`config.mk`:
```
export PLATFORM = sky130hd
export DESIGN_NAME = dmaq_top
export DESIGN_NICKNAME = d
export VERILOG_FILES = /design/src/rtl/dmaq_pkg.sv /design/src/rtl/dmaq_fifo.sv /design/src/rtl/dmaq_tag_track.sv /design/src/rtl/dmaq_rd_fsm.sv /design/src/rtl/dmaq_top.sv
export SDC_FILE = /design/constraint.sdc
export NUM_CORES = 2
export LEC_CHECK = 0
export BUFFER_PORTS_ARGS = -buffer_cell sky130_fd_sc_hd__buf_2
export CAP_MARGIN = 20
export CORE_UTILIZATION = 35
export DETAILED_ROUTE_END_ITERATION = 7
export PLACE_DENSITY = 0.47
export SLEW_MARGIN = 20
export SYNTH_ARGS = -nofsm -noshare
export SYNTH_HDL_FRONTEND = slang
export SYNTH_SLANG_ARGS = --single-unit
export TNS_END_PERCENT = 30
```
`constraint.sdc`:
```
create_clock -name clk -period 23.1 [get_ports clk]
set_input_delay 1.155 -clock clk [delete_from_list [all_inputs] [get_ports clk]]
set_output_delay 1.155 -clock clk [all_outputs]
set_load 0.02 [all_outputs]
```
`src/rtl/dmaq_pkg.sv`:
```
package dmaq_pkg;
    parameter int QDEPTH   = 16;
    parameter int TAG_W    = 5;
    parameter int NTAGS    = 1 << TAG_W;
    parameter int LADDR_W  = 18;
    parameter int SADDR_W  = 32;
    parameter int SIZE_W   = 15;
    parameter int CNT_W    = 5;

    typedef struct packed {
        logic               dir;
        logic [LADDR_W-1:0] laddr;
        logic [SADDR_W-1:0] saddr;
        logic [SIZE_W-1:0]  size;
        logic [TAG_W-1:0]   tag;
    } cmd_t;

    typedef enum logic {
        ST_IDLE = 1'b0,
        ST_WAIT = 1'b1
    } rd_state_e;
endpackage

```
`src/rtl/dmaq_fifo.sv`:
```
module dmaq_fifo
    import dmaq_pkg::*;
#(
    parameter int DEPTH = QDEPTH
) (
    input  logic clk,
    input  logic rst_n,
    input  logic push,
    input  cmd_t push_cmd,
    output logic not_full,
    input  logic pop,
    output logic not_empty,
    output cmd_t head
);
    localparam int PTR_W = (DEPTH > 1) ? $clog2(DEPTH) : 1;
    localparam int OCC_W = $clog2(DEPTH + 1);
    localparam logic [PTR_W-1:0] LAST = PTR_W'(DEPTH - 1);
    localparam logic [OCC_W-1:0] FULL = OCC_W'(DEPTH);

    cmd_t             mem [DEPTH];
    logic [PTR_W-1:0] wr_ptr, rd_ptr;
    logic [OCC_W-1:0] occ;
    logic             do_push, do_pop;

    assign not_full  = (occ != FULL);
    assign not_empty = (occ != '0);
    assign do_push   = push && not_full;
    assign do_pop    = pop && not_empty;
    assign head      = mem[rd_ptr];

    always_ff @(posedge clk) begin
        if (do_push) mem[wr_ptr] <= push_cmd;
    end

    always_ff @(posedge clk) begin
        if (!rst_n) begin
            wr_ptr <= '0;
            rd_ptr <= '0;
            occ    <= '0;
        end else begin
            if (do_push) wr_ptr <= (wr_ptr == LAST) ? '0 : wr_ptr + 1'b1;
            if (do_pop)  rd_ptr <= (rd_ptr == LAST) ? '0 : rd_ptr + 1'b1;
            if (do_push && !do_pop)      occ <= occ + 1'b1;
            else if (do_pop && !do_push) occ <= occ - 1'b1;
        end
    end
endmodule

```
`src/rtl/dmaq_tag_track.sv`:
```
module dmaq_tag_track
    import dmaq_pkg::*;
(
    input  logic             clk,
    input  logic             rst_n,
    input  logic             inc_valid,
    input  logic [TAG_W-1:0] inc_tag,
    input  logic             dec_valid,
    input  logic [TAG_W-1:0] dec_tag,
    output logic [NTAGS-1:0] busy,
    output logic [NTAGS-1:0] sat
);
    localparam logic [CNT_W-1:0] CNT_MAX = {CNT_W{1'b1}};

    for (genvar g = 0; g < NTAGS; g++) begin : g_grp
        logic [CNT_W-1:0] cnt;
        logic             inc, dec;

        assign inc = inc_valid && (inc_tag == TAG_W'(g));
        assign dec = dec_valid && (dec_tag == TAG_W'(g)) && (cnt != '0);

        always_ff @(posedge clk) begin
            if (!rst_n)           cnt <= '0;
            else if (inc && !dec) cnt <= cnt + 1'b1;
            else if (dec && !inc) cnt <= cnt - 1'b1;
        end

        assign busy[g] = (cnt != '0);
        assign sat[g]  = (cnt == CNT_MAX);
    end
endmodule

```
`src/rtl/dmaq_rd_fsm.sv`:
```
module dmaq_rd_fsm
    import dmaq_pkg::*;
(
    input  logic             clk,
    input  logic             rst_n,
    input  logic             rd_req,
    input  logic             rd_wait_all,
    input  logic [NTAGS-1:0] mask,
    input  logic [NTAGS-1:0] busy,
    output logic             rd_valid,
    output logic [NTAGS-1:0] rd_data,
    output logic             idle
);
    rd_state_e        st, st_nxt;
    logic             pending;
    logic [NTAGS-1:0] status;

    assign pending = |(mask & busy);
    assign status  = mask & ~busy;
    assign idle    = (st == ST_IDLE);

    always_comb begin
        st_nxt = st;
        unique case (st)
            ST_IDLE: if (rd_req && rd_wait_all && pending) st_nxt = ST_WAIT;
            ST_WAIT: if (!pending) st_nxt = ST_IDLE;
        endcase
    end

    always_ff @(posedge clk) begin
        if (!rst_n) st <= ST_IDLE;
        else        st <= st_nxt;
    end

    always_ff @(posedge clk) begin
        if (!rst_n) begin
            rd_valid <= 1'b0;
            rd_data  <= '0;
        end else begin
            rd_valid <= 1'b0;
            unique case (st)
                ST_IDLE: if (rd_req && !(rd_wait_all && pending)) begin
                    rd_valid <= 1'b1;
                    rd_data  <= status;
                end
                ST_WAIT: if (!pending) begin
                    rd_valid <= 1'b1;
                    rd_data  <= status;
                end
            endcase
        end
    end
endmodule

```
`src/rtl/dmaq_top.sv`:
```
module dmaq_top
    import dmaq_pkg::*;
(
    input  logic               clk,
    input  logic               rst_n,
    input  logic               enq_valid,
    output logic               enq_ready,
    input  logic               enq_dir,
    input  logic [LADDR_W-1:0] enq_laddr,
    input  logic [SADDR_W-1:0] enq_saddr,
    input  logic [SIZE_W-1:0]  enq_size,
    input  logic [TAG_W-1:0]   enq_tag,
    output logic               iss_valid,
    input  logic               iss_ready,
    output logic               iss_dir,
    output logic [LADDR_W-1:0] iss_laddr,
    output logic [SADDR_W-1:0] iss_saddr,
    output logic [SIZE_W-1:0]  iss_size,
    output logic [TAG_W-1:0]   iss_tag,
    input  logic               done_valid,
    input  logic [TAG_W-1:0]   done_tag,
    input  logic               mask_we,
    input  logic [NTAGS-1:0]   mask_wdata,
    input  logic               rd_req,
    input  logic               rd_wait_all,
    output logic               rd_valid,
    output logic [NTAGS-1:0]   rd_data
);
    cmd_t             in_cmd, head;
    logic             q_not_full, enq_fire;
    logic [NTAGS-1:0] busy, sat, mask_q;
    logic             rd_idle;

    assign in_cmd    = '{dir: enq_dir, laddr: enq_laddr, saddr: enq_saddr,
                         size: enq_size, tag: enq_tag};
    assign enq_ready = q_not_full && !sat[enq_tag];
    assign enq_fire  = enq_valid && enq_ready;

    always_ff @(posedge clk) begin
        if (!rst_n)       mask_q <= '0;
        else if (mask_we) mask_q <= mask_wdata;
    end

    dmaq_fifo #(.DEPTH(QDEPTH)) u_fifo (
        .clk       (clk),
        .rst_n     (rst_n),
        .push      (enq_fire),
        .push_cmd  (in_cmd),
        .not_full  (q_not_full),
        .pop       (iss_ready),
        .not_empty (iss_valid),
        .head      (head)
    );

    assign iss_dir   = head.dir;
    assign iss_laddr = head.laddr;
    assign iss_saddr = head.saddr;
    assign iss_size  = head.size;
    assign iss_tag   = head.tag;

    dmaq_tag_track u_track (
        .clk       (clk),
        .rst_n     (rst_n),
        .inc_valid (enq_fire),
        .inc_tag   (enq_tag),
        .dec_valid (done_valid),
        .dec_tag   (done_tag),
        .busy      (busy),
        .sat       (sat)
    );

    dmaq_rd_fsm u_rd (
        .clk         (clk),
        .rst_n       (rst_n),
        .rd_req      (rd_req),
        .rd_wait_all (rd_wait_all),
        .mask        (mask_q),
        .busy        (busy),
        .rd_valid    (rd_valid),
        .rd_data     (rd_data),
        .idle        (rd_idle)
    );
endmodule

```
Yosys cells after proc, flatten, opt, wreduce, memory -nomap -nowiden
Memories as Yosys holds them, arrays and structs flattened. A register that Yosys moved wholly into a read port is not among the register bits.
Cells that the tools add are included.
{ "totals": {"output_inout_bits": 106, "in_bits": 116, "memories": 1, "mem_bits_rw": 1136, "reg_bits": 239} }
{ "classes": {"n_bitwise": 4, "n_lt_le_gt_ge": 1, "reduce_logical": 308, "n_eq_ne": 99, "muxes": 83, "n_addsub": 68} }
{ "memory_table": {"columns": ["memory", "depth", "width", "read_ports", "rd_clocked_by_memory_dff", "write_ports", "line_no", "rtl"], "rows": [
  ["u_fifo.mem", 16, 71, 1, 1, 1, "dmaq_fifo.sv:20", "cmd_t mem [DEPTH];"]
]} }
{ "op_table": {"columns": ["op", "count"], "rows": [
  ["2-to-1 mux 5 bit", 66],
  ["== test 5 bit (second input constant)", 64],
  ["logical AND 1 bit", 170],
  ["adder 5 x 1 -> 5 bit (second input constant)", 33],
  ["nonzero test 5 bit", 33],
  ["subtractor 5 x 1 -> 5 bit (second input constant)", 33],
  ["== test 5 x 4 -> 1 bit (second input constant)", 16],
  ["zero test 1 bit", 68],
  ["nonzero test 2 bit", 33],
  ["AND 32 bit", 2],
  ["2-to-1 mux 32 bit", 2],
  ["one-hot mux 32 bit (2 select lines)", 1],
  ["== test 5 x 3 -> 1 bit (second input constant)", 8],
  ["inverter 32 bit", 1],
  ["OR reduction 32 bit", 1],
  ["== test 5 x 2 -> 1 bit (second input constant)", 4],
  ["2-to-1 mux 4 bit", 4],
  ["== test 5 x 1 -> 1 bit (second input constant)", 2],
  ["zero test 5 bit", 2],
  ["adder 4 x 1 -> 4 bit (second input constant)", 2],
  ["== test 4 bit (second input constant)", 2],
  ["2-to-1 mux 1 bit", 7],
  ["< comparator 5 x 6 -> 1 bit (second input constant)", 1],
  ["binary-select mux 1 bit (select 5 bit)", 1],
  ["other kinds (6)", 7]
]} }

Longest topological paths before layout
{ "logic_depth": {"depth_word": 11, "ltp_mapped": 19, "mapped_depth_nobuf": 16} }

By module
Synthesis repeated with hierarchy kept, for this count alone.
{ "unflattened": {"hier_cells": 3738, "hier_area_um2": 59195.5} }
{ "by_module_without_submodules": {"columns": ["module", "n_inst", "seq_area_each_um2", "cells_per_inst", "area_each_um2"], "rows": [
  ["dmaq_fifo", 1, 34453.0, 1845, 43346.6],
  ["dmaq_tag_track", 1, 3203.1, 1455, 11887.7],
  ["dmaq_rd_fsm", 1, 680.7, 301, 2421.1],
  ["dmaq_top", 1, 640.6, 137, 1540.2]
]} }

Worst setup path after synthesis
Ideal clock, no wire load.
{ "synth_path": {"path_kind": "in2reg", "from": "input port enq_tag[1]", "to": "memory u_fifo.mem[0][0] in the netlist's numbering, enable pin", "required_ns": 22.425, "path_stages": 9, "slack_ns": 13.252, "arrival_ns": 9.173, "cell_sequence": "nand2_1 -> clkbuf_1 -> nor2_1 -> nand4_1 -> o2111ai_1 -> a31oi_1 -> o21ai_1 -> buf_2 -> nor4_1"} }
{ "synth_between": {"elab_chain_cells": 8} }
{ "synth_lines": {"columns": ["element", "line_no", "rtl"], "rows": [
  ["start: declaration", "dmaq_top.sv:12", "input logic [TAG_W-1:0] enq_tag,"],
  ["binary-select mux 1 bit (select 5 bit)", "dmaq_top.sv:36", "assign enq_ready = q_not_full && !sat[enq_tag];"],
  ["2-to-1 mux 1 bit (not written as such)", "dmaq_top.sv:36", null],
  ["zero test 1 bit", "dmaq_top.sv:36", null],
  ["logical AND 1 bit", "dmaq_top.sv:36", null],
  ["logical AND 1 bit", "dmaq_top.sv:37", "assign enq_fire = enq_valid && enq_ready;"],
  ["logical AND 1 bit", "dmaq_fifo.sv:27", "assign do_push = push && not_full;"],
  ["2-to-1 mux 1 bit", "dmaq_fifo.sv:32", "if (do_push) mem[wr_ptr] <= push_cmd;"],
  ["2-to-1 mux 1 bit (not written as such)", "dmaq_fifo.sv:32", null],
  ["end: declaration", "dmaq_fifo.sv:20", null]
]} }
No other way between the ends. The select of a mux whose other input is x is not followed.

==> reports/qor.csv <==
stage,metric,value,unit
sta,hold slack final,475,ps
setup_path,CP Launch Type,flop,
routing,Wirelength per Cell,24.9,µm
synth,Syn. warnings,0,
clocking,clock latency on the worst-skew pair,800,ps
global_route,global-route wire length before repair,216,mm
place,number of port buffers,221,
routing,routed via count,30583,
min_path,Hold WC Path Type,reg2reg,
sta,setup violators final,0,
global_route,Overall Global Routing Usage,18.0,%
global_route,initial antenna violation count,25,
sta,final worst-path cycle share,28.5,%
clocking,H-tree depth,4,
synth,Main synth FF type,edfxtp_1,
clocking,Clock Path Buffers,3,
finish,Area growth syn-to-layout,15.7,%
power_and_ir_drop,worst vdd ir,0.0000858,V
synth,post-synthesis cell count,3343,
synth,cell taking the most area after synthesis,edfxtp_1,
clocking,CTS tree,done,
finish,share of cells above drive strength 1,23.6,%
sta,skew final,67.4,ps
clocking,clk sinks,1379,
global_route,vias in the first global route,31217,
setup_path,"critical path fanouts, max",44,
finish,nets@finish,3899,
sta,fin. max-slew vios,0,
routing,antenna violation net count after detailed routing,0,
sta,RSZ-0062 raised after global routing,false,
finish,fillcell total,14826,
sta,fin crit period,6580,ps
setup_path,"Req. time, crit path",21950,ps
run,Maximum Capacitance Violations,0,
floorplanning,Core Region,163000,µm²
clocking,"CTS clk-pin slew, worst paths",60,ps
synth,Post-synth EDFFs,1136,
synth,synthesized flop and latch total,1379,
power_and_ir_drop,PwrDens,93.6,nW/µm²
routing,post-DR vias/cell,5.17,
global_route,largest net degree at the start of global routing,150,
sta,relative slew slack,24.3,%
routing,Initial DRC Count,2111,
clocking,CTS hold repair buffers,0,
floorplanning,die width,407,µm
floorplanning,overall die height,407,µm
place,dpl hpwl,82.8,mm
routing,drt drc,0,
floorplanning,Initial Utilization,35.2,%
clocking,Post-CTS Setup Bufs,0,
synth,most common cell in the netlist,edfxtp_1,
sta,Fin. Hold Viols,0,
floorplanning,DIE AREA,165000,µm²
synth,syn_area_per_cell,17.1,µm²
routing,1st-pass router iterations,5,
synth,Post-synth ARST share,0,%
setup_path,Setup CP Type,reg2out,
sta,Slew @ Worst Pin,1130,ps
power_and_ir_drop,Leakage Power,0.0220,µW
sta,Max Fclk,0.152,GHz
floorplanning,row count,148,
synth,Post-synth top cells,"edfxtp_1 (1136), mux4_2 (355), nor2_1 (288), dfxtp_1 (243), a21oi_1 (210)",
finish,final core utilization,40.8,%
setup_path,worst path arrival time,5420,ps
setup_path,Critical Path End Type,primary output,
synth,top cell type's share of synthesized area,59.5,%
synth,largest cells by area after synthesis,"edfxtp_1 (60%), mux4_2 (14%), dfxtp_1 (8.5%)",
clocking,TritonCTS Buffers,156,
floorplanning,num ports,222,
place,Placer Congestion,0.789,
synth,register area share after synthesis,68.0,%
clocking,post-CTS sizing,0,
sta,Setup TNS Final,0,ps
routing,final WL,147,mm
outcome,outcome,"complete, no violations",
global_route,GR Overflow Total,0,
clocking,Root Driver,clkbuf_16,
synth,Post-Syn Area,57300,µm²
synth,Unique masters post-synth,48,
synth,syn_nets,3633,
-- metal layers --
layer	wire (µm)	global-route usage [%]
met1	68200	25.3
met2	69100	28.5
met3	6850	3.56
met4	2990	4.58
met5	105	0
-- registers in the layout, summed over array words and instances, names as in the netlist, named ones only --
register	count
u_rd.st	1
u_track.g_grp.cnt	160
u_fifo.mem	1136
u_rd.rd_data	32
u_fifo.occ	5
mask_q	32
u_fifo.rd_ptr	4
u_rd.rd_valid	1
u_fifo.wr_ptr	4
-- area by class of cell --
class                   count  area, µm²  share of cell area, %
flip-flops and latches   1379      39000                   58.8
multi-input cells        1729      17500                   26.4
clock buffers             212       4290                   6.47
well taps                2175       2720                   4.11
repair buffers            276       1540                   2.33
clock inverters            79        955                   1.44
inverters                  67        259                  0.391
diodes                      1       2.50                0.00378
-- worst max-delay path, stage by stage, from the launching register on --
cell and delay [ps]:
dfxtp_4 800, buf_4 730, buf_4 850, buf_4 840, mux4_2 610, mux4_2 520
buf_2 190
-- path summary, 6_finish.rpt --
kind,from,to,slack (ps),cells after the start
max reg2reg,u_track.g_grp[24].cnt[0],u_fifo.mem[11][69],18420,8
max,flop,iss_saddr[13],16520,6
min reg2reg,u_rd.rd_data[28],u_rd.rd_data[28],480,2
min,u_rd.rd_data[28],u_rd.rd_data[28],480,2
-- cells by family (layout without fill, tap and decap cells) --
| group | Yosys count | count (layout) | synth area share (%) |
|---|---|---|---|
| muxes | 415 | 415 | 15.0 |
| DFF | 1379 | 1379 | 68.0 |
| and+or+nand+nor | 609 | 609 | 5.23 |
| AOI/OAI and AO/OA | 398 | 398 | 3.87 |
| buffers and inverters | 235 | 634 | 1.60 |
| adders and majority gates | 174 | 174 | 4.23 |
| other | 0 | 1 | 0 |
| xor gates and xnor gates | 133 | 133 | 2.03 |
-- power breakdown --
group	switching, µW	total [µW]	internal (µW)
Combinational	481	914	433
Clock	1030	2510	1480
Sequential	42.0	2770	2730
-- per-stage QoR --
step | worst slack (ps) | cells | total power [µW] | instance area [µm²]
2_1_floorplan | 13250 | 3343 | 3480 | 57300
3_3_place_gp | 16900 | 5625 | 3760 | 61000
3_5_place_dp | 16770 | 5625 | 3760 | 61000
4_1_cts | 16100 | 5916 | 6300 | 66200
5_1_grt | 15960 | 5917 | 6460 | 66300
6_report | 16520 | 5918 | 6200 | 66300
-- cell usage in the layout (no fill, tap or decap), types with 22 or more instances in the layout --
master and count:
o21ai_1 37, clkinv_1 25, buf_2 221, clkbuf_1 44, a21oi_1 210, nand4_1 49, ha_1 141, fa_1 33
mux4_2 355, edfxtp_1 1136, or3_1 37, buf_4 53, xnor2_1 62, clkinv_2 22, clkbuf_16 161, inv_1 64
o21ai_0 62, xor2_1 71, mux2i_1 60, nand2_1 44, a21o_1 62, nor3_1 48, nand3_1 28, nor2_1 284
dfxtp_1 239, or4_1 34
Power figures use the tool's default switching activity.
